===== config.mk =====
export PLATFORM = sky130hd
export DESIGN_NAME = sync_timing_sep
export DESIGN_NICKNAME = d
export VERILOG_FILES = /design/src/rtl/sync_timing_sep.sv
export SDC_FILE = /design/constraint.sdc
export NUM_CORES = 1
export LEC_CHECK = 0
export BUFFER_PORTS_ARGS = -buffer_cell sky130_fd_sc_hd__buf_2
export CAP_MARGIN = 10
export CORE_UTILIZATION = 30
export DETAILED_ROUTE_END_ITERATION = 8
export PLACE_DENSITY = 0.54
export SLEW_MARGIN = 20
export SYNTH_ARGS = -nofsm -noshare
export SYNTH_HDL_FRONTEND = slang
export SYNTH_SLANG_ARGS = --single-unit

===== constraint.sdc =====
create_clock -name clk -period 1.8 [get_ports clk]
set_input_delay 0.09 -clock clk [delete_from_list [all_inputs] [get_ports clk]]
set_output_delay 0.09 -clock clk [all_outputs]
set_load 0.01 [all_outputs]

===== src/rtl/sync_timing_sep.sv =====
module sync_timing_sep #(
  parameter int LINE_CYC  = 3178,
  parameter int QUAL_CYC  = 20,
  parameter int HD_CYC    = 22,
  parameter int HW_CYC    = 235,
  parameter int BD_CYC    = 21,
  parameter int BW_CYC    = 150,
  parameter int CS_DLY    = 3,
  parameter int BROAD_CYC = 1000,
  parameter int VDD_CYC   = 3178,
  parameter int VW_CYC    = 9750,
  parameter int LOS_LINES = 8
) (
  input  logic clk,
  input  logic rst_n,
  input  logic csync_in,
  output logic csync_out,
  output logic hsync_out,
  output logic bp_gate,
  output logic vsync_out,
  output logic field_odd,
  output logic los_out
);

  localparam int LOS_CYC = LOS_LINES * LINE_CYC;
  localparam int SW = $clog2(LOS_CYC + 1);
  localparam int LW = $clog2(VDD_CYC + 1);
  localparam int VW = $clog2(VW_CYC + 1);
  localparam int PW = $clog2(BD_CYC + BW_CYC + 1);

  localparam logic [SW-1:0] S_LOS   = SW'(LOS_CYC);
  localparam logic [SW-1:0] S_QUAL  = SW'(QUAL_CYC);
  localparam logic [SW-1:0] S_GATE  = SW'((3 * LINE_CYC) / 4);
  localparam logic [SW-1:0] S_HD    = SW'(HD_CYC);
  localparam logic [SW-1:0] S_HD1   = SW'(HD_CYC + 1);
  localparam logic [SW-1:0] S_HEND  = SW'(HD_CYC + HW_CYC);
  localparam logic [SW-1:0] S_FWIN  = SW'(BROAD_CYC + LINE_CYC / 4);
  localparam logic [LW-1:0] L_QUAL1 = LW'(QUAL_CYC - 1);
  localparam logic [LW-1:0] L_QUAL  = LW'(QUAL_CYC);
  localparam logic [LW-1:0] L_BRD1  = LW'(BROAD_CYC - 1);
  localparam logic [LW-1:0] L_BRD   = LW'(BROAD_CYC);
  localparam logic [LW-1:0] L_VDD1  = LW'(VDD_CYC - 1);
  localparam logic [LW-1:0] L_VDD   = LW'(VDD_CYC);
  localparam logic [PW-1:0] P_BD    = PW'(BD_CYC);
  localparam logic [PW-1:0] P_END   = PW'(BD_CYC + BW_CYC);
  localparam logic [VW-1:0] V_LEN   = VW'(VW_CYC);

  logic              s0, s0_d;
  logic [CS_DLY-1:0] dly;
  logic [LW-1:0]     low_cnt;
  logic [SW-1:0]     since_cnt;
  logic [PW-1:0]     post_cnt;
  logic [VW-1:0]     vcnt;
  logic              line_low, broad_seen, v_done;

  always_ff @(posedge clk or negedge rst_n) begin
    if (!rst_n) begin
      s0   <= 1'b1;
      s0_d <= 1'b1;
      dly  <= '1;
    end else begin
      s0     <= csync_in;
      s0_d   <= s0;
      dly[0] <= s0;
      for (int k = 1; k < CS_DLY; k++) dly[k] <= dly[k-1];
    end
  end

  assign csync_out = dly[CS_DLY-1];

  wire rise      = s0 && !s0_d;
  wire qual_hit  = !s0 && (low_cnt == L_QUAL1);
  wire broad_hit = !s0 && (low_cnt == L_BRD1);
  wire long_hit  = !s0 && (low_cnt == L_VDD1);
  wire short_end = rise && (low_cnt >= L_QUAL) && (low_cnt < L_BRD);
  wire accept    = qual_hit && (since_cnt >= S_GATE);
  wire v_start   = !v_done && ((broad_hit && broad_seen) || long_hit);
  wire par_upd   = broad_hit && !broad_seen && !v_done;

  always_ff @(posedge clk or negedge rst_n) begin
    if (!rst_n)              low_cnt <= '0;
    else if (s0)             low_cnt <= '0;
    else if (low_cnt != L_VDD) low_cnt <= low_cnt + 1'b1;
  end

  always_ff @(posedge clk or negedge rst_n) begin
    if (!rst_n)                  since_cnt <= S_LOS;
    else if (accept)             since_cnt <= S_QUAL;
    else if (since_cnt != S_LOS) since_cnt <= since_cnt + 1'b1;
  end

  assign los_out = (since_cnt == S_LOS);

  always_ff @(posedge clk or negedge rst_n) begin
    if (!rst_n) hsync_out <= 1'b0;
    else        hsync_out <= (since_cnt >= S_HD) && (since_cnt < S_HEND);
  end

  always_ff @(posedge clk or negedge rst_n) begin
    if (!rst_n)      line_low <= 1'b0;
    else if (accept) line_low <= 1'b1;
    else if (rise)   line_low <= 1'b0;
  end

  always_ff @(posedge clk or negedge rst_n) begin
    if (!rst_n) begin
      post_cnt <= '0;
      bp_gate  <= 1'b0;
    end else begin
      if (rise && line_low && (low_cnt < L_BRD)) post_cnt <= PW'(1);
      else if (post_cnt != '0) post_cnt <= (post_cnt == P_END) ? '0 : post_cnt + 1'b1;
      bp_gate <= (post_cnt >= P_BD) && (post_cnt < P_END);
    end
  end

  always_ff @(posedge clk or negedge rst_n) begin
    if (!rst_n) begin
      broad_seen <= 1'b0;
      v_done     <= 1'b0;
      vcnt       <= '0;
      field_odd  <= 1'b0;
    end else begin
      if (short_end)      broad_seen <= 1'b0;
      else if (broad_hit) broad_seen <= 1'b1;
      if (short_end)      v_done <= 1'b0;
      else if (v_start)   v_done <= 1'b1;
      if (v_start)        vcnt <= V_LEN;
      else if (vcnt != '0) vcnt <= vcnt - 1'b1;
      if (par_upd)        field_odd <= (since_cnt < S_FWIN);
    end
  end

  assign vsync_out = (vcnt != '0);

  p_los_clear_r11: assert property (@(posedge clk) disable iff (!rst_n)
    accept |=> !los_out);

  p_hsync_phase_r4: assert property (@(posedge clk) disable iff (!rst_n)
    $rose(hsync_out) |-> (since_cnt == S_HD1));

  p_hsync_no_los_r4: assert property (@(posedge clk) disable iff (!rst_n)
    hsync_out |-> !los_out);

  p_vsync_armed_r9: assert property (@(posedge clk) disable iff (!rst_n)
    $rose(vsync_out) |-> v_done);

  p_field_hold_r10: assert property (@(posedge clk) disable iff (!rst_n)
    $past(v_done) |-> $stable(field_odd));

endmodule


==> results of run 1 <==
cells in the mapped netlist (all sizes together), types with 2 or more instances:
library cell	instances
dfrtp	49
nor2	37
nand2	21
nand3	20
xnor2	17
inv	15
o21ai	14
xor2	14
ha	13
a21oi	12
nor3	11
nor4	11
dfstp	10
nand4	9
clkbuf	7
buf	5
nand2b	5
nor4b	5
o211ai	5
or3	5
or4	5
a21o	4
a22oi	4
nor2b	4
and3	3
and4	3
mux2i	3
nand3b	3
and2	2
and3b	2
nor3b	2
nor4bb	2
o21a	2
o31ai	2
layout make-up:
class                   instances  share of cell area (%)
multi-input cells             257                    42.8
flip-flops and latches         59                    34.2
clock buffers                  10                    3.16
inverters                      16                    1.38
repair buffers                 67                    12.4
well taps                     140                    4.02
clock inverters                 6                    2.04
worst reg2reg max path, delay by kind of cell, from the launching register on:
kind             cells  cell delay, ps
AO/OA/AOI/OAI        2             510
flip-flops           1             380
AND/OR/NAND/NOR      2             860
layer usage:
metal | up-vias | global-route usage, %
met5 | - | 0
met4 | 0 | 5.48
met3 | 5 | 4.00
met2 | 55 | 20.6
met1 | 1362 | 18.6
li1 | 1363 | -
sequential cells by signal (all words and copies together), names as in the netlist:
register,cells
since_cnt,15
vcnt,14
low_cnt,12
post_cnt,8
dly,3
bp_gate,1
broad_seen,1
field_odd,1
hsync_out,1
line_low,1
s0,1
v_done,1
final timing paths:
check	endpoint	from
max in group asynchronous	since_cnt[6]	rst_n
min	vcnt[5]	rst_n
max	vsync_out	vcnt[10]
min in group clk	dly[2]	dly[1]
max reg2reg	vcnt[6]	low_cnt[3]
min reg2reg	dly[2]	dly[1]
per-stage QoR:
stage                     worst slack [ps]  util [%]  cells  instance area, µm²  setup TNS (ps)
after global placement               -34.7      35.4    522                3830            -108
after CTS                             -135      39.2    553                4250            -508
after floorplan                      -84.5         -    344                3350            -274
after global routing                  -184      40.2    555                4360           -1900
after detailed placement             -84.4      35.4    522                3830            -484
final                                 -111      40.2    555                4360            -640
power groups by stage:
stage | clock (mW) | sequential, mW | combinational (mW)
after detailed placement | 0 | 1.37 | 0.0818
after floorplan | 0 | 1.37 | 0.0233
final | 1.37 | 1.35 | 0.0836
after global routing | 1.48 | 1.35 | 0.0974
after global placement | 0 | 1.37 | 0.0804
after CTS | 1.43 | 1.35 | 0.0873
kinds of logic after synthesis:
logic type | after synthesis | share of synthesized area, %
mux | 4 | 1.24
flops | 59 | 44.7
buf+inv | 28 | 3.68
fa+ha+maj | 13 | 4.89
compound gates | 55 | 11.2
simple gates | 154 | 26.1
xor+xnor | 31 | 8.16
what timing repair did:
action,CTS,global route
endpoints found under the setup margin,15,29
resized for setup,15,19
cloned,0,1
pin swaps,5,7
hold buffers,2,0
hold endpoints to repair,50,0
buffers inserted,14,2
==> reports/metrics.yaml, run 1 <==
clockPowerShare_pct: 49.0
netSwitchingFraction_pct: 22.0
grt_pass1_wl_mm: 12.3
avgSynthCellArea_um2: 9.67
met1_length_mm: 3.62
status: "finished with violations"
fmax_mhz: 523
syn_nets: 360
cts_buffers: 9
power_frac_seq_pct: 48.1
cts.sink_count: 59
fp.dieArea_mm2: 0.0115
wl_met2_mm: 3.59
synth_cells: 344
synth.largest_area_cell: "dfrtp_1"
antenna_cells: 0
cp_top_family: "simple AND/OR/NAND/NOR gates"
hold_violations: 0
multi_input_area_mm2: 0.00187
clock_latency_ps: 350
yosys.area.top_type_share_pct: 36.8
synth.yosys.seq_area_share_pct: 44.7
reg2reg_depth: 4
place.gp.congestion: 0.812
ios: 9
ir_drop_mv: 0.469
rows: 38
core-area_mm2: 0.0108
p_leak_nw: 1.97
synth_seq_cells: 59
crit_cells: 4
ys.flop_type: "dfrtp_1"
vias_per_cell: 5.02
cp.arrival_ps: 1820
path_buf_inv: 2
wl_per_cell_um: 13.6
drt_iter0_markers: 97
cap_viol_max_count: 0
vias: 2785
setup_ws_ps: -111
async_flop_share_pct: 100
wl_met3_um: 265
synth-edff-count: 0
setup_viol: 14
regArea_mm2: 0.00149
final_cell_mix: "buf_4 (53), dfrtp_1 (49), nor2_1 (36)"
drive_gt1_share_pct: 30.8
final_common_cell: "buf_4"
antenna_found_initial: 0
start_kind: "flop"
rsz0062_at_grt: "yes"
drc: 0
ctsRootBufferMaster: "clkbuf_8"
combPwrFrac_pct: 3.0
intPower_mw: 2.19
worst_slew_margin_rel_pct: 71.3
routed_wl_mm: 7.54
overflow: 0
drv_slew: 0
end_kind: "output port"
cp_max_fo: 4
start_util_pct: 30.7
synth_area_leaders: "dfrtp_1 (37%), dfstp_2 (7.9%), ha_1 (4.9%), xnor2_1 (4.5%), nor2_1 (4.2%)"
io_buffers: 8
top_layer: "met4"
min_period_over_period_pct: 106
min_path_type: "in -> async"
nNetsFinal: 426
netlist_area_mm2: 0.00333
finalHoldWorstSlack_ps: 266
tightest_slew_ps: 430
critPathKind: "reg -> out"
cts_max_level: 3
period_needed_ps: 1910
ys_warn_count: 0
max_stage_delay_ps: 580
ant_nets: 0
cts_buffer_depth: 2
path_cells: "or4_4, nor4_4, inv_2, buf_6"
synth.distinct_cells: 58
r2r_slack_ps: -80
grt_usage_pct: 13.8
grt_pass1_vias: 2612
violations: "setup timing"
p_per_area_mw_per_mm2: 643
fin_skew_ps: 8.65
tritoncts: "done"
total_power_mw: 2.80
die_w_um: 107
area_growth_pct: 30.9
grt_max_degree: 60
cp_data_required_time_ps: 1710
crit_slowest_cell: "or4_4"
nFillCells: 1070
cts.clk_slew.worst_paths_ps: 70
dpl.hpwl_mm: 4.88
switching_power_uw: 616
die_height_um: 107
first_pass_iters: 6
Power figures use the tool's default switching activity.
==> run 2, diff against run 1 <==
- ABC_AREA: default -> 1
- ABC_CLOCK_PERIOD_IN_PS: default -> 1800
- CTS_CLUSTER_DIAMETER: default -> 200
==> reports/metrics.yaml, run 2 <==
status: "completed"  # was finished with violations
ctsRootBufferMaster: "clkbuf_16"  # was clkbuf_8
final_cell_mix: "nand2_1 (123), inv_1 (80), nor2_1 (74)"  # was buf_4 (53), dfrtp_1 (49), nor2_1 (36)
multi_input_area_mm2: 0.00194  # was 0.00187 mm²
cts_max_level: 3  # unchanged
synth_cells: 525  # was 344
ios: 9  # unchanged
tritoncts: "done"  # unchanged
path_cells: "nand2_1, inv_1, nand2_1, nor2_2, nand2_2, inv_1, buf_2"  # was or4_4, nor4_4, inv_2, buf_6
synth.largest_area_cell: "dfrtp_1"  # unchanged
antenna_cells: 0  # unchanged
cts.sink_count: 59  # unchanged
synth_most_common_cell: "nand2_1"  # was dfrtp_1
ant_nets: 0  # unchanged
grt_pass1_vias: 3241  # was 2612
fmax_mhz: 590  # was 523 MHz
final_common_cell: "nand2_1"  # was buf_4
start_kind: "flop"  # unchanged
drc: 0  # unchanged
end_kind: "output port"  # unchanged
cts.clk_slew.worst_paths_ps: 50  # was 70 ps
overflow: 0  # unchanged
die_height_um: 114  # was 107 µm
fp.dieArea_mm2: 0.0130  # was 0.0115 mm²
grt_max_degree: 60  # unchanged
cap_viol_max_count: 0  # unchanged
drt_iter0_markers: 122  # was 97
cts_buffers: 9  # unchanged
largest_registers: "since_cnt: 15 flops, vcnt: 14 flops, low_cnt: 12 flops"  # unchanged
r2r_slack_ps: 180  # was -80 ps
area_growth_pct: 16.5  # was 30.9%
die_w_um: 114  # was 107 µm
dpl.hpwl_mm: 6.20  # was 4.88 mm
vias_per_cell: 4.57  # was 5.02
largest_reg_flops: 15  # unchanged
avgSynthCellArea_um2: 7.19  # was 9.67 µm²
min_path_type: "in -> async"  # unchanged
setup_viol: 0  # was 14
fin_skew_ps: 9.03  # was 8.65 ps
max_stage_delay_ps: 590  # was 580 ps
p_per_area_mw_per_mm2: 745  # was 643 mW/mm²
core-area_mm2: 0.0121  # was 0.0108 mm²
wl_per_cell_um: 11.6  # was 13.6 µm
rsz0062_at_grt: "no"  # was yes
netlist_area_mm2: 0.00377  # was 0.00333 mm²
rows: 40  # was 38
cp.arrival_ps: 1600  # was 1820 ps
grt_usage_pct: 14.3  # was 13.8%
period_needed_ps: 1690  # was 1910 ps
clock_latency_ps: 330  # was 350 ps
synth-edff-count: 0  # unchanged
worst_slew_margin_rel_pct: 72.4  # was 71.3%
synth_seq_cells: 59  # unchanged
crit_slowest_cell: "dfstp_2"  # was or4_4
nNetsFinal: 564  # was 426
start_util_pct: 31.2  # was 30.7%
ir_drop_mv: 0.366  # was 0.469 mV
regMostFlops: "since_cnt"  # unchanged
regArea_mm2: 0.00149  # unchanged
hold_violations: 0  # unchanged
antenna_found_initial: 0  # unchanged
first_pass_iters: 4  # was 6
final_cell_area_mm2: 0.00440  # was 0.00436 mm²
syn_nets: 541  # was 360
drv_slew: 0  # unchanged
cp_data_required_time_ps: 1710  # about the same
cp_max_fo: 7  # was 4
p_leak_nw: 2.25  # was 1.97 nW
synth.distinct_cells: 35  # was 58
async_flop_share_pct: 100  # unchanged
io_buffers: 8  # unchanged
routed_wl_mm: 8.39  # was 7.54 mm
grt_pass1_wl_mm: 14.8  # was 12.3 mm
place.gp.congestion: 0.882  # was 0.812
vias: 3297  # was 2785
reg2reg_depth: 7  # was 4
nFillCells: 1291  # was 1070
synth_common_cells: "nand2_1 (124), inv_1 (81), nor2_1 (75)"  # was dfrtp_1 (49), nor2_1 (37), nand2_1 (21)
fin_util_pct: 36.3  # was 40.2%
place_area_mm2: 0.00404  # was 0.00383 mm²
tightest_slew_ps: 411  # was 430 ps
cts_buffer_depth: 2  # unchanged
finalHoldWorstSlack_ps: 310  # was 266 ps
ys.flop_type: "dfrtp_1"  # unchanged
ys_warn_count: 0  # unchanged
setup_tns_ps: 0  # was -640 ps
drive_gt1_share_pct: 14.1  # was 30.8%
critPathKind: "reg -> out"  # unchanged
yosys.area.top_type_share_pct: 32.5  # was 36.8%
min_period_over_period_pct: 94.1  # was 106%
synth_area_leaders: "dfrtp_1 (32%), nand2_1 (12%), inv_1 (8.1%), nor2_1 (7.5%), dfstp_2 (7.0%)"  # was dfrtp_1 (37%), dfstp_2 (7.9%), ha_1 (4.9%), xnor2_1 (4.5%), nor2_1 (4.2%)
synth.yosys.seq_area_share_pct: 39.5  # was 44.7%
run 2: changes by cell type after synthesis, sizes merged, moves of 7 or more:
| cell | previous run | this run |
|---|---|---|
| nand4 | 9 | 20 |
| nand3 | 20 | 44 |
| a21oi | 12 | 21 |
| inv | 15 | 82 |
| o21ai | 14 | 23 |
| nand2 | 21 | 133 |
| xnor2 | 17 | 3 |
| nor4 | 11 | 0 |
| clkbuf | 7 | 0 |
| xor2 | 14 | 5 |
| nor2 | 37 | 88 |
run 2: through the flow:
step                instances  power [mW]  worst slack, ps
floorplan                 525        1.40              379
global placement          702        1.45              254
detailed placement        702        1.45              209
CTS                       720        3.33             51.1
global route              721        3.40            0.125
finish                    721        3.28              106
run 2: per-layer routing:
metal  track usage [%]  vias to the layer above  share of wire (%)
li1                  -                     1716                  -
met1              18.3                     1512                 48
met4              6.15                        0                1.8
met2              23.2                       55                 47
met3              3.18                       14                3.6
met5                 0                        -                  0
run 2: power breakdown:
part / internal [mW] / switching (mW) / leakage, nW
registers: 1.34 / 0.00860 / 0.772
logic: 0.0243 / 0.0544 / 1.32
clock network: 1.25 / 0.597 / 0.157
total: 2.62 / 0.660 / 2.25
run 2: final timing paths:
check	from	end
max in group asynchronous	rst_n	since_cnt[14]
worst max register to register	since_cnt[0]	since_cnt[7]
worst min register to register	dly[0]	dly[1]
worst min-delay path	rst_n	post_cnt[3]
min in group clk	dly[0]	dly[1]
worst max-delay path	since_cnt[8]	los_out
run 2: logic make-up after synthesis:
kind of cell,synth area share [%]
simple gates,37.1
buf+inv,9.45
flops,39.5
compound gates,7.63
fa+ha+maj,4.31
xor+xnor,2.06
run 2: final cells by class:
cell class,instances,share of cell area (%)
Clock buffer,12,5.61
Sequential cell,59,33.9
Tap cell,168,4.78
Timing Repair Buffer,17,2.85
Multi-Input combinational cell,378,44.0
Clock inverter,4,1.68
Inverter,83,7.20
run 2: critical path, delay by kind of cell (launching register included):
kind	cells	cell delay [ps]
flip-flops	1	590
AND/OR/NAND/NOR	4	410
buffers and inverters	3	270
run 2: what timing repair did:
| item | in CTS | in global routing |
|---|---|---|
| hold buffers | 2 | 0 |
| resized for setup | 0 | 4 |
| setup buffers | 0 | 1 |
| endpoints found under the setup margin | 0 | 2 |
| hold endpoints to repair | 50 | 0 |
==> run 3, diff against run 2 <==
- ABC_AREA: 1 -> default
- CELL_PAD_IN_SITES_DETAIL_PLACEMENT: default -> 1
- CELL_PAD_IN_SITES_GLOBAL_PLACEMENT: default -> 2
- PLACE_DENSITY: 0.54 -> 0.72
==> reports/metrics.yaml, run 3 (same netlist as run 1, synthesis figures left out) <==
place.gp.congestion: 0.757  # was 0.882
largest_reg_flops: 15  # unchanged
period_needed_ps: 1970  # was 1690 ps
cts_buffers: 9  # unchanged
start_util_pct: 30.7  # was 31.2%
r2r-start: "vcnt[0]"  # was since_cnt[0]
fin_skew_ps: 12.2  # was 9.03 ps
grt_usage_pct: 16.9  # was 14.3%
tritoncts: "done"  # unchanged
min_path_type: "in -> async"  # unchanged
multi_input_area_mm2: 0.00198  # was 0.00194 mm²
cts_max_level: 3  # unchanged
rows: 38  # was 40
setup_ws_ps: -172  # was 106 ps
endpoint: "vsync_out"  # was los_out
ios: 9  # unchanged
cts_buffer_depth: 2  # unchanged
reg2reg_depth: 8  # was 7
nFillCells: 1235  # was 1291
vias_per_cell: 5.05  # was 4.57
end_kind: "output port"  # unchanged
vias: 2840  # was 3297
tightest_slew_ps: 410  # was 411 ps
drt_iter0_markers: 110  # was 122
cts.sink_count: 59  # unchanged
finalHoldWorstSlack_ps: 282  # was 310 ps
p_leak_nw: 1.98  # was 2.25 nW
ir_drop_mv: 0.305  # was 0.366 mV
final_common_cell: "buf_4"  # was nand2_1
final_cell_mix: "buf_4 (57), dfrtp_1 (48), nor2_1 (23)"  # was nand2_1 (123), inv_1 (80), nor2_1 (74)
die_w_um: 107  # was 114 µm
antenna_found_initial: 0  # unchanged
min_period_over_period_pct: 110  # was 94.1%
fp.dieArea_mm2: 0.0115  # was 0.0130 mm²
setup_viol: 15  # was 0
grt_pass1_vias: 2994  # was 3241
core-area_mm2: 0.0108  # was 0.0121 mm²
finalNonFillerCells: 562  # was 721
r2r_end: "vcnt[4]"  # was since_cnt[7]
antenna_cells: 0  # unchanged
largest_registers: "since_cnt: 15 flops, vcnt: 14 flops, low_cnt: 12 flops"  # unchanged
grt_max_degree: 60  # unchanged
drive_gt1_share_pct: 34.8  # was 14.1%
first_pass_iters: 4  # unchanged
cts.clk_slew.worst_paths_ps: 70  # was 50 ps
worst_slew_margin_rel_pct: 71.9  # was 72.4%
ctsRootBufferMaster: "clkbuf_8"  # was clkbuf_16
start_kind: "flop"  # unchanged
drc: 0  # unchanged
drv_slew: 0  # unchanged
regMostFlops: "since_cnt"  # unchanged
cp_max_fo: 3  # was 7
regArea_mm2: 0.00149  # about the same
hold_violations: 0  # unchanged
cp_data_required_time_ps: 1710  # about the same
p_per_area_mw_per_mm2: 553  # was 745 mW/mm²
clock_latency_ps: 350  # was 330 ps
rsz0062_at_grt: "yes"  # was no
nNetsFinal: 433  # was 564
overflow: 0  # unchanged
cap_viol_max_count: 0  # unchanged
wl_per_cell_um: 16.0  # was 11.6 µm
violations: "setup timing"
critPathKind: "reg -> out"  # unchanged
routed_wl_mm: 9.01  # was 8.39 mm
r2r_slack_ps: -110  # was 180 ps
ant_nets: 0  # unchanged
status: "finished with violations"  # was completed
dpl.hpwl_mm: 6.00  # was 6.20 mm
cp.arrival_ps: 1880  # was 1600 ps
io_buffers: 8  # unchanged
grt_pass1_wl_mm: 14.9  # was 14.8 mm
area_growth_pct: 34.4  # was 16.5%
die_height_um: 107  # was 114 µm
crit_start: "vcnt[0]"  # was since_cnt[8]
fmax_mhz: 507  # was 590 MHz
place_inst: 534  # was 702
## run 3: changes by cell type in the layout (fill, tap and decap cells not counted), sizes merged, moves of 9 or more
cell,previous run,this run
o21ai,23,14
buf,15,71
a21oi,21,12
xnor2,3,17
inv,82,15
xor2,5,14
nand2,133,21
nand4,20,9
nor4,0,11
nand3,44,20
nor2,88,37
## run 3: area by class of cell
class	count	share of cell area (%)
clock buffers	10	2.85
clock inverters	6	0.727
inverters	16	1.34
multi-input cells	257	44.3
flip-flops and latches	59	33.3
well taps	140	3.92
repair buffers	74	13.5
## run 3: report_power, final
group / leakage (nW) / internal (mW) / switching, mW / total, mW
clock network: 0.0856 / 0.487 / 0.554 / 1.04
registers: 0.772 / 1.34 / 0.00794 / 1.35
logic: 1.13 / 0.0299 / 0.0544 / 0.0843
## run 3: metal layers
layer	GRT usage, %	routed length [µm]
met5	0	0
met4	5.28	118
met3	3.63	193
met2	30.2	4710
met1	20.1	3980
## run 3: critical path, cell delays in order, from the launching register on
cell     delay (ps)
dfrtp_1         390
inv_2            60
ha_1            140
or3b_4          410
nor4_4          290
inv_2           100
buf_6           130
## run 3: how the worst min path moves through the flow
| stage | start | endpoint | depth (start not counted) |
|---|---|---|---|
| finish | rst_n | vcnt[12] | 3 |
| global route | rst_n | vcnt[7] | 3 |
| CTS | rst_n | vcnt[13] | 3 |
| detailed placement | rst_n | vcnt[13] | 2 |
| global placement | rst_n | vcnt[13] | 2 |
| floorplan | rst_n | bp_gate | 0 |
## run 3: stage by stage
stage	util [%]	power [mW]	instance area [µm²]	setup WS [ps]	setup TNS, ps
global placement	36.2	1.45	3920	-50.7	-180
floorplan	-	1.40	3350	-84.5	-274
detailed placement	36.2	1.45	3920	-94.7	-611
global route	41.3	2.59	4470	-237	-2420
finish	41.3	2.47	4470	-172	-772
CTS	38.6	2.52	4180	-160	-877
## run 3: repair_timing
action                                  CTS  global route
hold buffers                              2             0
setup buffers                             6             3
pin swaps                                10            24
resized for setup                         9            52
gates cloned                              0             1
hold endpoints to repair                 50             0
endpoints found under the setup margin   14            39
